File: config.mk
export PLATFORM = sky130hd
export DESIGN_NAME = mmio_port_hub
export DESIGN_NICKNAME = d
export VERILOG_FILES = /design/src/rtl/mmio_pkg.sv /design/src/rtl/mmio_addr_decode.sv /design/src/rtl/mmio_out_reg.sv /design/src/rtl/mmio_read_mux.sv /design/src/rtl/mmio_port_hub.sv
export SDC_FILE = /design/constraint.sdc
export NUM_CORES = 1
export LEC_CHECK = 0
export BUFFER_PORTS_ARGS = -buffer_cell sky130_fd_sc_hd__buf_4
export CORE_ASPECT_RATIO = 0.75
export CORE_UTILIZATION = 37
export DETAILED_ROUTE_END_ITERATION = 8
export HOLD_SLACK_MARGIN = 0.08
export MAX_ROUTING_LAYER = met4
export PLACE_DENSITY = 0.79
export SYNTH_ARGS = -nofsm -noshare
export SYNTH_HDL_FRONTEND = slang
export SYNTH_HIERARCHICAL = 1
export SYNTH_SLANG_ARGS = --single-unit
File: constraint.sdc
create_clock -name clk -period 2.4 [get_ports clk]
set_clock_uncertainty 0.05 [all_clocks]
set_input_delay 0.12 -clock clk [delete_from_list [all_inputs] [get_ports clk]]
set_output_delay 0.12 -clock clk [all_outputs]
set_load 0.05 [all_outputs]
File: src/rtl/mmio_pkg.sv
// Package of shared constants for the peripheral port hub.
// Assumes a 32-bit I/O bus; the port index order below is used by the decoder.
package mmio_pkg;
    localparam int BUS_W = 32;

    // Index of each output port in the decoder's write-select vector.
    typedef enum int {
        OPORT_LED = 0,
        OPORT_SEG = 1,
        OPORT_AN  = 2
    } oport_e;
    localparam int N_OPORT = 3;

    // Index of each input port in the decoder's read-select vector.
    typedef enum int {
        IPORT_SW  = 0,
        IPORT_BTN = 1
    } iport_e;
    localparam int N_IPORT = 2;
endpackage

File: src/rtl/mmio_addr_decode.sv
// Address decoder: compares the bus address against each port address.
// Assumes memory owns every address at or below MEM_TOP; ports live above it.
// Write and read selects are produced by independent compare banks.
module mmio_addr_decode #(
    parameter int                          ADDR_W    = 32,
    parameter int                          N_WR      = 3,
    parameter int                          N_RD      = 2,
    parameter logic [ADDR_W-1:0]           MEM_TOP   = 32'h0000_FFFF,
    parameter logic [N_WR*ADDR_W-1:0]      WR_ADDRS  = '0,
    parameter logic [N_RD*ADDR_W-1:0]      RD_ADDRS  = '0
) (
    input  logic [ADDR_W-1:0] addr,
    input  logic              wr_en,
    output logic [N_WR-1:0]   wr_sel,
    output logic [N_RD-1:0]   rd_sel
);
    logic in_io_space;

    // Qualify every select with the I/O-space test.
    assign in_io_space = (addr > MEM_TOP);

    genvar gi;
    generate
        for (gi = 0; gi < N_WR; gi++) begin : g_wr
            // One write strobe per output port: strobe, space and exact match.
            assign wr_sel[gi] = wr_en && in_io_space &&
                                (addr == WR_ADDRS[gi*ADDR_W +: ADDR_W]);
        end
        for (gi = 0; gi < N_RD; gi++) begin : g_rd
            // One read select per input port, independent of the strobe.
            assign rd_sel[gi] = in_io_space &&
                                (addr == RD_ADDRS[gi*ADDR_W +: ADDR_W]);
        end
    endgenerate
endmodule

File: src/rtl/mmio_out_reg.sv
// Output port register: loads on a strobed edge, holds otherwise.
// Assumes a synchronous active-low reset to a per-port value.
module mmio_out_reg #(
    parameter int           W       = 16,
    parameter logic [W-1:0] RST_VAL = '0
) (
    input  logic         clk,
    input  logic         rst_n,
    input  logic         load,
    input  logic [W-1:0] d,
    output logic [W-1:0] q
);
    // Hold state; reset has priority over a load.
    always_ff @(posedge clk) begin
        if (!rst_n)
            q <= RST_VAL;
        else if (load)
            q <= d;
    end
endmodule

File: src/rtl/mmio_read_mux.sv
// Read multiplexer: AND-OR of input words under one-hot-or-zero selects.
// Assumes selects are mutually exclusive; no select gives an all-zero word.
module mmio_read_mux #(
    parameter int N_SRC  = 2,
    parameter int DATA_W = 32
) (
    input  logic [N_SRC-1:0]        sel,
    input  logic [N_SRC*DATA_W-1:0] src,
    output logic [DATA_W-1:0]       dout
);
    // Combine the gated sources; nothing is registered on the read path.
    always_comb begin
        dout = '0;
        for (int k = 0; k < N_SRC; k++) begin
            dout = dout | (src[k*DATA_W +: DATA_W] & {DATA_W{sel[k]}});
        end
    end
endmodule

File: src/rtl/mmio_port_hub.sv
// Peripheral port hub: decodes I/O addresses, latches output ports on
// strobed writes and returns input ports through an unregistered mux.
// Assumes addresses above MEM_TOP are I/O and that port widths fit the bus.
module mmio_port_hub
    import mmio_pkg::*;
#(
    parameter int                ADDR_W   = 32,
    parameter int                DATA_W   = BUS_W,
    parameter logic [ADDR_W-1:0] MEM_TOP  = 32'h0000_FFFF,
    parameter int                LED_W    = 16,
    parameter int                SEG_W    = 8,
    parameter int                AN_W     = 4,
    parameter int                SW_W     = 16,
    parameter int                BTN_W    = 2,
    parameter logic [ADDR_W-1:0] LED_ADDR = 32'h1100_0020,
    parameter logic [ADDR_W-1:0] SEG_ADDR = 32'h1100_0040,
    parameter logic [ADDR_W-1:0] AN_ADDR  = 32'h1100_0044,
    parameter logic [ADDR_W-1:0] SW_ADDR  = 32'h1100_0000,
    parameter logic [ADDR_W-1:0] BTN_ADDR = 32'h1100_0004,
    parameter logic [SEG_W-1:0]  SEG_RST  = '1,
    parameter logic [AN_W-1:0]   AN_RST   = '1
) (
    input  logic              clk,
    input  logic              rst_n,
    input  logic [ADDR_W-1:0] bus_addr,
    input  logic [DATA_W-1:0] bus_wdata,
    input  logic              bus_wr_en,
    input  logic [SW_W-1:0]   sw_in,
    input  logic [BTN_W-1:0]  btn_in,
    output logic [DATA_W-1:0] bus_rdata,
    output logic [LED_W-1:0]  led_out,
    output logic [SEG_W-1:0]  seg_out,
    output logic [AN_W-1:0]   an_out
);
    localparam logic [N_OPORT*ADDR_W-1:0] WR_MAP = {AN_ADDR, SEG_ADDR, LED_ADDR};
    localparam logic [N_IPORT*ADDR_W-1:0] RD_MAP = {BTN_ADDR, SW_ADDR};

    logic [N_OPORT-1:0]        wr_sel;
    logic [N_IPORT-1:0]        rd_sel;
    logic [N_IPORT*DATA_W-1:0] rd_src;
    logic                      unused_wdata_hi;

    // Upper write-data bits have no destination in any port.
    assign unused_wdata_hi = ^bus_wdata[DATA_W-1:LED_W];

    mmio_addr_decode #(
        .ADDR_W   (ADDR_W),
        .N_WR     (N_OPORT),
        .N_RD     (N_IPORT),
        .MEM_TOP  (MEM_TOP),
        .WR_ADDRS (WR_MAP),
        .RD_ADDRS (RD_MAP)
    ) u_decode (
        .addr   (bus_addr),
        .wr_en  (bus_wr_en),
        .wr_sel (wr_sel),
        .rd_sel (rd_sel)
    );

    mmio_out_reg #(.W(LED_W), .RST_VAL('0)) u_led_reg (
        .clk (clk), .rst_n (rst_n), .load (wr_sel[OPORT_LED]),
        .d (bus_wdata[LED_W-1:0]), .q (led_out)
    );

    mmio_out_reg #(.W(SEG_W), .RST_VAL(SEG_RST)) u_seg_reg (
        .clk (clk), .rst_n (rst_n), .load (wr_sel[OPORT_SEG]),
        .d (bus_wdata[SEG_W-1:0]), .q (seg_out)
    );

    mmio_out_reg #(.W(AN_W), .RST_VAL(AN_RST)) u_an_reg (
        .clk (clk), .rst_n (rst_n), .load (wr_sel[OPORT_AN]),
        .d (bus_wdata[AN_W-1:0]), .q (an_out)
    );

    // Zero-extend each input group to a bus word in select order.
    assign rd_src = {{(DATA_W-BTN_W){1'b0}}, btn_in,
                     {(DATA_W-SW_W){1'b0}},  sw_in};

    mmio_read_mux #(.N_SRC(N_IPORT), .DATA_W(DATA_W)) u_rmux (
        .sel  (rd_sel),
        .src  (rd_src),
        .dout (bus_rdata)
    );
endmodule

== After elaboration in Yosys (flattened, before gate mapping) ==
Index checks and enable logic that the tools add are counted.
W data, S select, Z words.
Word-level totals
  register bits after elaboration: 28
  latch bits: 0
  bits in writable memories: 0
  memory bits (read-only): 0
  input port bits: 85
  output and inout port bits: 60
  logic and storage cells: 18
  memories kept: 0
Operators by class
  $add $sub $neg: 0
  multiply operators: 0
  div/mod/pow operators: 0
  magnitude comparators: 1
  equality and inequality tests: 5
  shift-type cells: 0
  mux-type cells: 0
  bitwise logic cells: 3
  reductions and logical operators: 6
Operators by type and width (number)
  $eq A32 B29 Y1 const B: 5
  $and A16 B32 Y32: 1
  $and A2 B32 Y32: 1
  $gt A32 B16 Y1 const B: 1
  $or A32 B32 Y32: 1
  $logic_and A1 B1 Y1: 6

== Depth between registers and ports, before layout ==
Gate-level depths: netlist of run 1.
  depth after elaboration: 4
  depth in mapped cells: 7
  depth with buffers taken out: 5

== Hierarchy ==
The synthesis of run 1 kept the hierarchy.
Modules (own cells, without submodules)
  mmio_out_reg (u_led_reg): instances 1, cells each 51, area an instance 615.6 um^2, seq. area each 320.3 um^2
  mmio_read_mux: instances 1, cells each 38, area an instance 350.3 um^2, seq. area each 0.0 um^2
  mmio_out_reg (u_seg_reg): instances 1, cells each 26, area an instance 285.3 um^2, seq. area each 160.2 um^2
  mmio_addr_decode: instances 1, cells each 21, area an instance 143.9 um^2, seq. area each 0.0 um^2
  mmio_out_reg (u_an_reg): instances 1, cells each 13, area an instance 140.1 um^2, seq. area each 80.1 um^2
  mmio_port_hub: instances 1, cells each 1, area an instance 3.8 um^2, seq. area each 0.0 um^2

== Worst setup path after synthesis of run 1 ==
Ideal clock, no wire load.
  kind: input to output
  from: in bus_addr[2]
  to: out bus_rdata[10]
  data arrival time: 1.797 ns
  data required time: 2.230 ns
  setup slack: 0.433 ns
  stages: 4
  path buffers: 1
  cell sequence: or4b_4 > nor3_1 > buf_6 > a22o_1
Between the ends
  word-level cells in the longest chain between the ends: 4
  elaborated cells between the ends (all ways): 8
  those cells by class: 1 x order compare; 2 x eq/ne; 3 x bitwise; 2 x reduce/logical
RTL lines
  start: declaration: line mmio_port_hub.sv:25  | input logic [ADDR_W-1:0] bus_addr,
  $gt A32 B16 Y1 / $eq A32 B29 Y1 (equally long branches): line mmio_addr_decode.sv:20, mmio_addr_decode.sv:32
  $logic_and A1 B1 Y1 *: line mmio_addr_decode.sv:31  | assign rd_sel[gi] = in_io_space &&
  via rd_sel[0]: line mmio_port_hub.sv:39  | logic [N_IPORT-1:0] rd_sel;
  $and A16 B32 Y32 *: line mmio_read_mux.sv:15  | dout = dout | (src[k*DATA_W +: DATA_W] & {DATA_W{sel[k]}});
  $or A32 B32 Y32 *: line mmio_read_mux.sv:15
  end: declaration: line mmio_port_hub.sv:30  | output logic [DATA_W-1:0] bus_rdata,
Mark *: on every way through the listed nets, which the timed path passes. The rest lies on a longest branch.

== Worst setup path in the final report of run 1 ==
  from: in bus_addr[20]
  to: out bus_rdata[2]
The elaborated chain is that of the path after synthesis.

==> results of run 1 <==
-- registers in the layout, summed over array words and instances, names as in the netlist --
signal	flops
u_seg_reg/q	8
u_led_reg/q	16
u_an_reg/q	4
-- worst paths after layout --
kind,start,end,slack (ps),cells past startpoint
worst max register to register,u_led_reg/q[14],u_led_reg/q[14],1630,2
worst min-delay path,rst_n,u_seg_reg/q[3],90,2
worst min register to register,u_seg_reg/q[5],u_seg_reg/q[5],440,2
worst max-delay path,bus_addr[20],bus_rdata[2],340,7
-- critical path, cell delays in order --
cell and delay (ps):
buf_4 100, nor4_1 360, nand4_1 330, nor3_2 260, buf_4 320, a22o_1 200, buf_4 190
-- metal layers --
metal	wire [um]	vias to the layer above
met5	0	-
met3	381	14
met4	155	0
met2	2260	82
li1	-	855
met1	1860	745
-- power breakdown --
part	leakage [uW]	internal, uW	switching (uW)
clock	0.0000357	223	148
sequential	0.000226	464	0.0000000431
combinational	0.000983	95.0	43.9
total	0.00124	783	191
-- cells in the final DEF, fill, tap and decap left out --
cell type,count
buf_4,117
conb_1,46
a22o_1,30
mux2i_1,28
dfxtp_1,28
nor2b_1,16
dlygate4sd3_1,15
nand2_1,12
nor4_1,6
clkbuf_8,3
nor4b_1,2
nand4_1,2
nor2_1,2
nor3_2,2
nand2b_1,2
nor4_2,2
a22o_2,2
bufinv_16,1
or4b_4,1
or4bb_1,1
nand4b_1,1
-- cell families after synthesis --
group | count (synthesis) | synth area share
AND/OR/NAND/NOR | 49 | 0.188
AO/OA/AOI/OAI | 32 | 0.184
flip-flops | 28 | 0.364
other | 1 | 0.00244
multiplexers | 28 | 0.182
buffers and inverters | 12 | 0.0797
-- area by class of cell --
cell class / count / area, um^2 / area share
multi-input combinational: 155 / 1050 / 0.378
timing repair buffer: 132 / 1030 / 0.371
sequential: 28 / 561 / 0.202
tap: 52 / 65.1 / 0.0235
clock buffer: 3 / 41.3 / 0.0149
clock inverter: 1 / 30.0 / 0.0108
-- stage by stage --
| stage | power, uW | area [um^2] | util | std cells |
|---|---|---|---|---|
| after floorplan | 498 | 1710 | - | 195 |
| after detailed placement | 592 | 2550 | 0.667 | 352 |
| after global routing | 1010 | 2770 | 0.724 | 371 |
| after global placement | 590 | 2550 | 0.667 | 352 |
| after CTS | 975 | 2770 | 0.724 | 371 |
| final | 974 | 2770 | 0.724 | 371 |
==> results.cfg, run 1 <==
[cells_and_area]
nets = 405
drive_gt1_frac = 0.401
fill_cells = 307
antenna_cells = 0
area_growth_pct = 80.2

[clock_tree]
cts.clk_slew.worst_paths_ps = 100
cts_max_level = 1
cts_buffers = 3
cts_tree = done
clock_path_buffers = 2
clock_tree.root_cell = clkbuf_8
cts.sinks = 28
post_cts_resize_count = 0
cts_setup_buffers = 0
hold_buffers = 15
worstSkewPairLatency_ps = 280

[logic_synthesis]
synth_edf_count = 0
netlist_top_cells_area = dfxtp_1, mux2i_1, a22o_1
synth_top_cell_by_area = dfxtp_1
synth_most_common_cell = a22o_1
ys.flop_type = dfxtp_1
yosys_warnings = 6
yosys-top-cells-count = a22o_1, dfxtp_1, mux2i_1
seq_area_frac_synth = 0.364
synth-async-reset-ratio = 0
syn_area_per_cell_um2 = 10.3
syn_inst = 150
synth_top_area_frac = 0.364
synthesis.area_um2 = 1540
ys_seq_elements = 28
yosysUniqueCellTypes = 21

[routing]
wl_um = 4660
drt-initial-drc-count = 34
ant_nets = 0
drt-pass1-iter-count = 4
routedWlPerCell_um = 12.6
vias = 1696
route.detailed.drc = 0
vias_per_cell = 4.57

[global_routing]
grt.total_usage = 0.211
gr-usage-met3 = 0.0630
globalRouteMet2Util = 0.375
grt_pass1_vias = 1590
antenna_found_initial = 0
grt_util_met1 = 0.214
grt_max_degree = 33
grt_pass1_wl_um = 7180
grt_overflow = 0
grt-busiest-layer = met2

[floorplanning]
die_w_um = 76.5
die_h_um = 57.9
start_util = 0.402
ioPinCount = 145
coreArea_um2 = 3830
rows = 19
dieArea_um2 = 4420

[placement]
dpl.hpwl_um = 3400
place_ws_ps = 376
place.gp.congestion = 0.730
portBuffers = 112

[sta]
max-slew-margin-rel = 0.659
rsz0062_at_grt = false
tns_ps = 0
setup_slack_ps = 338
finalCritPeriodShare = 0.859
hold_viol = 0
slew_viol_final = 0
worst_pin_slew_ps = 513
max_freq_ghz = 0.485
setup_viol = 0
hold_ws_ps = 90.9
finalCriticalPeriod_ps = 2060

[power_and_ir_drop]
peakVddDrop_mv = 0.381
power_density_nw_per_um2 = 351
power.leakage_uw = 0.00124

[job]
drv_cap = 0

[critical_path]
criticalPathCategory = input pin to primary output
cp.arrival_ps = 1890
start_kind = input pin
end_kind = primary output
required_ps = 2230
path_max_fanout = 32

[run_status]
status = complete, no violations

[worst_hold_path]
worstHoldPathType = input pin to register
Note: power is estimated with default switching activity, not from simulation.
==> run 2: changes to the inputs <==
--- a/config.mk
+++ b/config.mk
@@ -7,11 +7,11 @@
 export LEC_CHECK = 0
 export BUFFER_PORTS_ARGS = -buffer_cell sky130_fd_sc_hd__buf_4
 export CORE_ASPECT_RATIO = 0.75
-export CORE_UTILIZATION = 37
+export CORE_UTILIZATION = 33
 export DETAILED_ROUTE_END_ITERATION = 8
 export HOLD_SLACK_MARGIN = 0.08
 export MAX_ROUTING_LAYER = met4
-export PLACE_DENSITY = 0.79
+export PLACE_DENSITY = 0.74
 export SYNTH_ARGS = -nofsm -noshare
 export SYNTH_HDL_FRONTEND = slang
 export SYNTH_HIERARCHICAL = 1
==> constraint.sdc (replaced) <==
create_clock -name clk -period 1.84 [get_ports clk]
set_clock_uncertainty 0.05 [all_clocks]
set_input_delay 0.092 -clock clk [delete_from_list [all_inputs] [get_ports clk]]
set_output_delay 0.092 -clock clk [all_outputs]
set_load 0.05 [all_outputs]
==> run 2 against run 1 <==
  * Sequential share of layout area decreased by 1.4 points
  * Routed wire length increased by 3.1%
  * Utilization fell by 5.8 points
  * Clock power rose by 29%
  * Final cell count is 3.5% higher
  * Non-clock buffer count rose by 8
  * Via count rose by 1.1%
  * Sequential power up 30%
  * First-iteration DRC count decreased by 26%
  * Critical path depth increased by 1
  * Count of clock-buffer cells in the layout stayed put
  * Register-to-register slack got worse by 510 ps
  * Largest cell class is now non-clock buffers
  * Largest power group unchanged
==> results.cfg, run 2 (same netlist as run 1, synthesis figures left out) <==
[worst_hold_path]
holdCritStartpoint = bus_addr[6]
min_path_cells = 6
worstHoldPathType = input pin to register
hold_path_end = u_an_reg/q[2]

[sta]
finalCritPeriodShare = 0.963
slew_viol_final = 0
finalCriticalPeriod_ps = 1770
max-slew-margin-rel = 0.652
tns_ps = 0
setup_slack_ps = 67.3
worst_pin_slew_ps = 524
hold_viol = 0
setup_viol = 0
max_freq_ghz = 0.564
rsz0062_at_grt = true

[routing]
vias_per_cell = 4.46
vias = 1714
wl_um = 4800
ant_nets = 0
route.detailed.drc = 0
drt-initial-drc-count = 25
drt-pass1-iter-count = 4
routedWlPerCell_um = 12.5

[floorplanning]
start_util = 0.345
ioPinCount = 145
rows = 21
dieArea_um2 = 4940
die_h_um = 61.1
coreArea_um2 = 4470
die_w_um = 80.9

[power_and_ir_drop]
p_switching_uw = 252
p_comb_frac = 0.150
power_density_nw_per_um2 = 429
peakVddDrop_mv = 0.514
swShare = 0.197
clockPowerShare = 0.376
internal_power_uw = 1020
pwr-share-seq = 0.474
power.leakage_uw = 0.00134

[job]
drv_cap = 0

[global_routing]
grt_max_degree = 29
grt.total_usage = 0.178
grt_overflow = 0
grt_pass1_wl_um = 6720
antenna_found_initial = 0
grt_pass1_vias = 1505

[clock_tree]
cts_buffers = 3
worstSkewPairLatency_ps = 270
cts_max_level = 1
clock_path_buffers = 2
clock_tree.root_cell = clkbuf_8
cts.sinks = 28
cts.clk_slew.worst_paths_ps = 90
cts_tree = done

[cells_and_area]
top_register = u_led_reg/q
final_cells = 384
final_util = 0.667
area_growth_pct = 93.5
drive_gt1_frac = 0.425
antenna_cells = 0
final_common_cell = buf_4
mostFrequentLayoutCells = buf_4, conb_1, a22o_1
reg_top3 = u_led_reg/q: 16 flops, u_seg_reg/q: 8 flops, u_an_reg/q: 4 flops
nets = 413
largest_reg_flops = 16

[critical_path]
start_kind = input pin
criticalPathCategory = input pin to primary output
path_max_fanout = 16
crit_chain = buf_4, nor4_2, nand4_1, buf_6, nor3_4, buf_12, a22o_1, buf_4
critPathBufInv = 4
r2r_end = u_led_reg/q[10]
crit_slowest_cell = nor4_2
regToRegSetupSlack_ps = 1120
end_kind = primary output
required_ps = 1700
cp_common_cell = buf_4
cp.arrival_ps = 1630
r2r_start = u_led_reg/q[10]
max_stage_delay_ps = 260
reg2reg_depth = 2
crit_family = simple AND/OR/NAND/NOR gates
cp-startpoint = bus_addr[23]

[placement]
place_ws_ps = -21.9
dpl.hpwl_um = 3370
dp_cells = 361
place.gp.congestion = 0.672
portBuffers = 112

[run_status]
status = complete, no violations
[run 2: cell types whose count changed in the layout (fill, tap and decap cells not counted), moves of 2 or more]
cell           previous run  this run
buf_6                     0        14
buf_4                   117       107
nor4_1                    6         2
nor4_2                    2         6
dlygate4sd3_1            15        17
nor3_2                    2         0
nor3_4                    0         2
[run 2: power groups by stage]
stage | clock [uW] | combinational [uW] | sequential [uW]
after floorplan | 0 | 30.7 | 620
after global routing | 516 | 208 | 606
after CTS | 487 | 182 | 605
after global placement | 0 | 149 | 620
final | 480 | 192 | 605
after detailed placement | 0 | 153 | 620
[run 2: final cells by class]
| type | count | area (um^2) |
|---|---|---|
| fill | 359 | 1490 |
| timing repair buffer | 140 | 1180 |
| multi-input combinational | 155 | 1090 |
| sequential | 28 | 561 |
| tap | 57 | 71.3 |
| clock buffer | 3 | 41.3 |
| clock inverter | 1 | 30.0 |
[run 2: how the worst max path moves through the flow]
stage                     cells after the start  slack (ps)            end
after detailed placement                      8         -20  bus_rdata[10]
after floorplan                               5         100  bus_rdata[10]
final                                         8          70   bus_rdata[6]
after global routing                          8         -50   bus_rdata[3]
after global placement                        8         -30   bus_rdata[9]
after CTS                                     8          10  bus_rdata[10]
[run 2: layer usage]
layer  global-route usage  routed length (um)  vias up
li1                     -                   -      874
met1                0.207                1920      768
met2                0.325                2500       66
met3               0.0281                 327        6
met4               0.0434                  54        0
met5                    -                   0        -
[run 2: worst register-to-register path: stages (launching register included)]
cell and delay, ps:
dfxtp_1 330, mux2i_1 170, nor2b_1 70
[run 2: what timing repair did]
item	in CTS	in global routing
hold buffers	17	0
pin swaps	2	1
endpoints found under the hold margin	28	0
buffers inserted	0	1
resized for setup	2	17
gates cloned	1	0
endpoints found under the setup margin	16	16
[run 2: through the flow]
step | area [um^2] | power [uW] | hold WS, ps
after floorplan | 1720 | 650 | 104
after global placement | 2610 | 769 | 268
after detailed placement | 2610 | 773 | 272
after CTS | 2890 | 1270 | 398
after global routing | 2980 | 1330 | 432
final | 2980 | 1280 | 394
